==> src/rtl/fpm_pkg.sv <==
package fpm_pkg;

  // Outcome picked by the special-value stage, in priority order
  typedef enum logic [2:0] {
    KIND_NUM,
    KIND_ZERO,
    KIND_INF,
    KIND_NAN,
    KIND_INVALID
  } fpm_kind_e;

  // Round-to-nearest-even increment decision
  function automatic logic rne_inc(input logic lsb, input logic guard, input logic sticky);
    return guard & (sticky | lsb);
  endfunction

endpackage

==> src/rtl/fpm_unpack.sv <==
module fpm_unpack #(
  parameter int EW = 8,
  parameter int FW = 23
) (
  input  logic [EW+FW:0] word,
  output logic           sign,
  output logic [EW-1:0]  exp_f,
  output logic [FW:0]    sig,
  output logic           is_zero,
  output logic           is_inf,
  output logic           is_nan
);
  logic [FW-1:0] frac;
  logic          exp_max;

  assign sign    = word[EW+FW];
  assign exp_f   = word[EW+FW-1:FW];
  assign frac    = word[FW-1:0];
  assign exp_max = &exp_f;
  // exponent field 0 means zero: subnormals are flushed
  assign is_zero = (exp_f == '0);
  assign is_inf  = exp_max && (frac == '0);
  assign is_nan  = exp_max && (frac != '0);
  assign sig     = is_zero ? '0 : {1'b1, frac};
endmodule

==> src/rtl/fpm_special.sv <==
module fpm_special
  import fpm_pkg::*;
(
  input  logic      a_zero,
  input  logic      a_inf,
  input  logic      a_nan,
  input  logic      b_zero,
  input  logic      b_inf,
  input  logic      b_nan,
  output fpm_kind_e kind
);
  always_comb begin
    if (a_nan || b_nan)                          kind = KIND_NAN;
    else if ((a_zero && b_inf) || (a_inf && b_zero)) kind = KIND_INVALID;
    else if (a_inf || b_inf)                     kind = KIND_INF;
    else if (a_zero || b_zero)                   kind = KIND_ZERO;
    else                                         kind = KIND_NUM;
  end
endmodule

==> src/rtl/fpm_core.sv <==
module fpm_core
  import fpm_pkg::*;
#(
  parameter int EW = 8,
  parameter int FW = 23
) (
  input  logic [EW-1:0] exp_a,
  input  logic [EW-1:0] exp_b,
  input  logic [FW:0]   sig_a,
  input  logic [FW:0]   sig_b,
  output logic [EW-1:0] exp_out,
  output logic [FW-1:0] frac_out,
  output logic          ovf,
  output logic          unf,
  output logic          rnd_carry
);
  localparam int SW   = FW + 1;
  localparam int PW   = 2 * SW;
  localparam int XW   = EW + 2;
  localparam int BIAS = (1 << (EW - 1)) - 1;

  logic [PW-1:0] prod;
  logic          top;
  logic [SW-1:0] keep;
  logic          guard;
  logic          sticky;
  logic          up;
  logic [SW:0]   rounded;
  logic [XW-1:0] e_sum;
  logic [XW-1:0] e_fin;

  assign prod = PW'(sig_a) * PW'(sig_b);
  assign top  = prod[PW-1];

  // normalise: product in [2,4) keeps the upper window
  always_comb begin
    if (top) begin
      keep   = prod[PW-1 -: SW];
      guard  = prod[PW-1-SW];
      sticky = |prod[PW-2-SW:0];
    end else begin
      keep   = prod[PW-2 -: SW];
      guard  = prod[PW-2-SW];
      sticky = |prod[PW-3-SW:0];
    end
  end

  assign up        = rne_inc(keep[0], guard, sticky);
  assign rounded   = {1'b0, keep} + (SW+1)'(up);
  assign rnd_carry = rounded[SW];

  assign e_sum = XW'(exp_a) + XW'(exp_b) - XW'(BIAS) + XW'(top);
  assign e_fin = e_sum + XW'(rnd_carry);

  assign ovf      = !e_fin[XW-1] && (e_fin[XW-2:0] >= {1'b0, {EW{1'b1}}});
  assign unf      = e_fin[XW-1] || (e_fin == '0);
  assign exp_out  = e_fin[EW-1:0];
  assign frac_out = rounded[FW-1:0];

  // a carry out of rounding is only possible from an all-ones window
  always_comb begin
    if (rnd_carry) assert_carry_needs_ones_R10: assert (&keep);
  end
endmodule

==> src/rtl/fpmul_sp.sv <==
module fpmul_sp
  import fpm_pkg::*;
#(
  parameter int EW = 8,
  parameter int FW = 23
) (
  input  logic             clk,
  input  logic             rst_n,
  input  logic             in_valid,
  input  logic [EW+FW:0]   op_a,
  input  logic [EW+FW:0]   op_b,
  output logic             out_valid,
  output logic [EW+FW:0]   result,
  output logic             invalid
);
  localparam int WW = EW + FW + 1;
  localparam logic [WW-2:0] QNAN_BODY = {{EW{1'b1}}, 1'b1, {(FW-1){1'b0}}};
  localparam logic [WW-2:0] INF_BODY  = {{EW{1'b1}}, {FW{1'b0}}};

  logic [WW-1:0] ops      [2];
  logic          sgn      [2];
  logic [EW-1:0] ex       [2];
  logic [FW:0]   sg       [2];
  logic          zr       [2];
  logic          nf       [2];
  logic          nn       [2];

  assign ops[0] = op_a;
  assign ops[1] = op_b;

  for (genvar i = 0; i < 2; i++) begin : g_unpack
    fpm_unpack #(.EW(EW), .FW(FW)) u_unpack (
      .word(ops[i]), .sign(sgn[i]), .exp_f(ex[i]), .sig(sg[i]),
      .is_zero(zr[i]), .is_inf(nf[i]), .is_nan(nn[i])
    );
  end

  fpm_kind_e     kind;
  logic [EW-1:0] core_exp;
  logic [FW-1:0] core_frac;
  logic          core_ovf;
  logic          core_unf;
  logic          core_carry;
  logic          res_sign;
  logic          nan_event;
  logic [WW-1:0] next_res;

  fpm_special u_special (
    .a_zero(zr[0]), .a_inf(nf[0]), .a_nan(nn[0]),
    .b_zero(zr[1]), .b_inf(nf[1]), .b_nan(nn[1]),
    .kind(kind)
  );

  fpm_core #(.EW(EW), .FW(FW)) u_core (
    .exp_a(ex[0]), .exp_b(ex[1]), .sig_a(sg[0]), .sig_b(sg[1]),
    .exp_out(core_exp), .frac_out(core_frac),
    .ovf(core_ovf), .unf(core_unf), .rnd_carry(core_carry)
  );

  assign res_sign  = sgn[0] ^ sgn[1];
  assign nan_event = (kind == KIND_NAN) || (kind == KIND_INVALID);

  always_comb begin
    unique case (kind)
      KIND_NAN, KIND_INVALID: next_res = {1'b0, QNAN_BODY};
      KIND_INF:               next_res = {res_sign, INF_BODY};
      KIND_ZERO:              next_res = {res_sign, {(WW-1){1'b0}}};
      default: begin
        if (core_ovf)      next_res = {res_sign, INF_BODY};
        else if (core_unf) next_res = {res_sign, {(WW-1){1'b0}}};
        else               next_res = {res_sign, core_exp, core_frac};
      end
    endcase
  end

  always_ff @(posedge clk or negedge rst_n) begin
    if (!rst_n) begin
      out_valid <= 1'b0;
      result    <= '0;
      invalid   <= 1'b0;
    end else begin
      out_valid <= in_valid;
      if (in_valid) begin
        result  <= next_res;
        invalid <= (kind == KIND_INVALID);
      end
    end
  end

  assert_valid_follows_R2: assert property (@(posedge clk) disable iff (!rst_n)
    in_valid |=> out_valid);
  assert_idle_holds_R2: assert property (@(posedge clk) disable iff (!rst_n)
    !in_valid |=> (!out_valid && $stable(result) && $stable(invalid)));
  assert_invalid_canonical_R6: assert property (@(posedge clk) disable iff (!rst_n)
    (out_valid && invalid) |-> (result == {1'b0, QNAN_BODY}));
  assert_sign_xor_R3: assert property (@(posedge clk) disable iff (!rst_n)
    (in_valid && !nan_event) |=> (result[WW-1] == $past(op_a[WW-1] ^ op_b[WW-1])));
  assert_overflow_inf_R11: assert property (@(posedge clk) disable iff (!rst_n)
    (in_valid && kind == KIND_NUM && core_ovf) |=> (result[WW-2:0] == INF_BODY));
endmodule

==> config.mk <==
export PLATFORM = sky130hd
export DESIGN_NAME = fpmul_sp
export DESIGN_NICKNAME = d
export VERILOG_FILES = /design/src/rtl/fpm_pkg.sv /design/src/rtl/fpm_unpack.sv /design/src/rtl/fpm_special.sv /design/src/rtl/fpm_core.sv /design/src/rtl/fpmul_sp.sv
export SDC_FILE = /design/constraint.sdc
export NUM_CORES = 2
export LEC_CHECK = 0
export ABC_AREA = 1
export BUFFER_PORTS_ARGS = -buffer_cell sky130_fd_sc_hd__buf_2
export CORE_MARGIN = 3
export CORE_UTILIZATION = 55
export CTS_BUF_LIST = sky130_fd_sc_hd__clkbuf_4 sky130_fd_sc_hd__clkbuf_8
export DETAILED_ROUTE_END_ITERATION = 10
export PLACE_DENSITY = 0.75
export SKIP_CTS_REPAIR_TIMING = 1
export SYNTH_ARGS = -nofsm -noshare
export SYNTH_HDL_FRONTEND = slang
export SYNTH_SLANG_ARGS = --single-unit
==> constraint.sdc <==
create_clock -name clk -period 0.8 [get_ports clk]
set_input_delay 0.16 -clock clk [delete_from_list [all_inputs] [get_ports clk]]
set_output_delay 0.16 -clock clk [all_outputs]
set_load 0.05 [all_outputs]
==> impl_summary.log <==
[metrics] r2r worst-path depth: 4
[metrics] Congestion Overflow GR: 0
[metrics] num rows: between 70 and 80
[metrics] portion of synthesized cell area occupied by the leading cell type: 41.7%
[metrics] wire length of the first global-routing pass: ~140000 um
[metrics] Max Fanout on Critical Path: 6
[metrics] Overall Global Routing Usage: just over 40%
[metrics] path type of the worst setup path: in -> reg
[metrics] number of enable flip-flop cells after synthesis: 0
[metrics] number of global-route vias before repair: about 25000
[metrics] CP Launch Point: op_a[25]
[metrics] cell with the most instances after synthesis: inv_1
[metrics] post-placement cell area: slightly below 0.03 mm2
[metrics] relative area change from synthesis to final layout: 33.8%
[metrics] share of layout cells above drive strength 1: between 20% and 30%
[metrics] number of distinct library cell variants in the gate-level netlist after synthesis: 48
[metrics] combined flip-flop and latch cell area: ~850 um2
[metrics] cell taking the most area after synthesis: fa_1
[metrics] largest net degree at the start of global routing: 35
[metrics] DRT Wirelength: a little over 90000 um
[metrics] failing checks: negative setup slack
[metrics] count of pins over their slew limit: 0
[metrics] post-detailed-placement half-perimeter wirelength: roughly 80000 um
[metrics] Starting DRT DRC Count: approximately 2000
[metrics] Critical Path AT: 10.29 ns
[metrics] post-synthesis sequential element count: 34
[metrics] diodes inserted: 0
[metrics] transition at the pin with the smallest max-transition slack: around 0.76 ns
[metrics] floorplan die area: 0.0447 mm2
[metrics] starting density of the core: 56.2%
[metrics] Layout Nets: 4680
[metrics] cell area after synthesis: roughly 0.023 mm2
[metrics] achievable frequency: 99.1 MHz
[metrics] die height: between 200 and 250 um
[metrics] Most common cell on crit path: fa_1
[metrics] worst hold path stage count: 2
[metrics] Synth Instances: 3215
[metrics] Clk Tree Root Cell: clkbuf_8
[metrics] kind of path behind the tightest hold check: in -> reg
[metrics] Max stage delay cell, worst path: fa_1
[metrics] initial antenna violation count: 2
[metrics] antenna violation net count after detailed routing: 0
[metrics] Most used DFF post-synth: dfrtp_1
[metrics] headroom to the max-slew limit: 49.5%
[metrics] H-tree lvl count: 2
[metrics] final setup violating endpoints: 67
[metrics] Setup crit end kind: register
[metrics] number of detailed-routing iterations run before antenna repair: 6
[metrics] minimum clock period after layout: between 10 and 15 ns
[metrics] ratio of final minimum period to clock period: 1260%
[metrics] sequential-to-total area share from yosys stat: ~3.7%
[metrics] hold path startpoint: in_valid
[metrics] status: complete, but fails checks
[metrics] TritonCTS clock tree: done
[metrics] worst setup skew after layout: 0 ns
[metrics] number of clock buffers inserted by TritonCTS: 5
[metrics] area of the multi-input gates: between 0.015 and 0.02 mm2
[metrics] Worst path max stage delay: about 0.56 ns
[metrics] number of DRC violations after detailed routing: 0
[metrics] vias per inst: 5.42
[metrics] setup slack of the critical path after layout: -9.29 ns
[metrics] layout filler cell count: 3161
[metrics] most area-consuming cells after synthesis: fa_1, inv_1, nand2_1
[metrics] DP Cell Count: approximately 4400
[metrics] final hold viol count: 0
[metrics] Worst-path clk slew: approximately 0.070 ns
[metrics] Reg2Reg Launch Point: result[16]
[metrics] Routability Congestion: about 1.1
[metrics] number of standard cells in the final layout excluding fillers: 4473
[metrics] number of sinks driven by the clock tree: 34
[metrics] element type at the critical path start: input pin
[metrics] most used standard cells in the synthesized netlist: inv_1, nand2_1, fa_1
[metrics] worst-skew pair later-pin latency: ~0.28 ns
[metrics] total negative slack for setup checks: -294.60 ns
[metrics] count of input and output buffers: 100
[metrics] horizontal die dimension: roughly 210 um
[metrics] number of buffers on the longest clock path: 2
[metrics] area inside the core boundary: ~0.041 mm2
[metrics] Avg WL per Cell: about 21 um
[metrics] vias after detailed routing: between 20000 and 25000
[metrics] final instance area: 0.0310 mm2
[metrics] unrepaired setup endpoints after global routing: true
[metrics] fraction of registers with async set/reset: 100%
[metrics] worst path required time: 1.00 ns
[metrics] synthesis warning total: 0
[metrics] count of max-cap constraint violations: 0
[metrics] synthesized area per cell: between 7 and 8 um2
[metrics] syn nets: around 4000
[metrics] total I/O pin count: between 100 and 150
-- layout make-up --
| type | count | area share, % |
|---|---|---|
| clock buffers | 6 | 0.266 |
| well taps | 532 | 2.14 |
| repair buffers | 781 | 20.3 |
| inverters | 861 | 10.5 |
| multi-input cells | 2259 | 64.0 |
| flip-flops and latches | 34 | 2.74 |
-- flip-flops by register name, summed over array words and instances, names as in the netlist --
signal / flops
result: 32
invalid: 1
out_valid: 1
-- critical path: cells and delay by family --
family	cells	cell delay (ns)
AO/OA/AOI/OAI	2	0.21
buffers and inverters	16	1.44
AND/OR/NAND/NOR	30	3.83
adder cells (fa/ha/maj)	11	4.64
-- layout by cell type, fill, tap and decap left out, types with 5 or more instances in the layout --
cell	count
nand2_1	776
nand2_2	45
xor2_1	25
o21ai_0	10
a21oi_2	6
nand2_4	18
o21bai_1	6
nand4_1	25
o21ai_1	6
ha_4	21
buf_12	21
nor3_1	8
nand3_2	8
o21ai_2	13
nor2_2	37
nor4_1	6
inv_2	58
xnor2_1	12
buf_2	64
clkinv_1	5
fa_2	36
fa_1	448
buf_4	616
inv_1	789
ha_1	164
nor2_4	29
clkbuf_8	6
dfrtp_1	34
buf_6	75
nand3_1	84
nor2_1	399
a21oi_1	32
-- cells by family after synthesis --
| kind of cell | synth area share, % |
|---|---|
| AND/OR/NAND/NOR | 25.9 |
| XOR/XNOR | 1.55 |
| flip-flops | 3.67 |
| AO/OA/AOI/OAI | 1.99 |
| buffers and inverters | 15.0 |
| adder cells (fa/ha/maj) | 51.8 |
-- per-stage QoR --
step | util (%) | hold WS (ns) | setup WS (ns)
2_1_floorplan | - | -0.136 | -8.86
3_3_place_gp | 70.2 | 0.120 | -9.63
3_5_place_dp | 70.2 | 0.133 | -9.77
4_1_cts | 70.4 | -0.168 | -9.53
5_1_grt | 75.2 | 0.192 | -9.67
6_report | 75.2 | 0.175 | -9.29
-- final timing paths --
path	end	slack [ns]
setup / recovery	result[15]	-9.29
setup reg to reg	result[16]	-0.14
hold reg to reg	result[5]	0.52
min in group asynchronous	result[26]	0.36
hold / removal	out_valid	0.18
max in group asynchronous	result[16]	0.25
-- layer usage --
metal,vias up,track usage [%],part of all wire [%]
met4,6,19.6,7.4
met5,-,0,0.045
li1,10681,-,-
met2,1476,65.5,45
met1,11635,51.5,36
met3,463,10.9,12
Power is not shown: default switching activity piles up to over one toggle a cycle in this logic, so the estimate is an artifact.
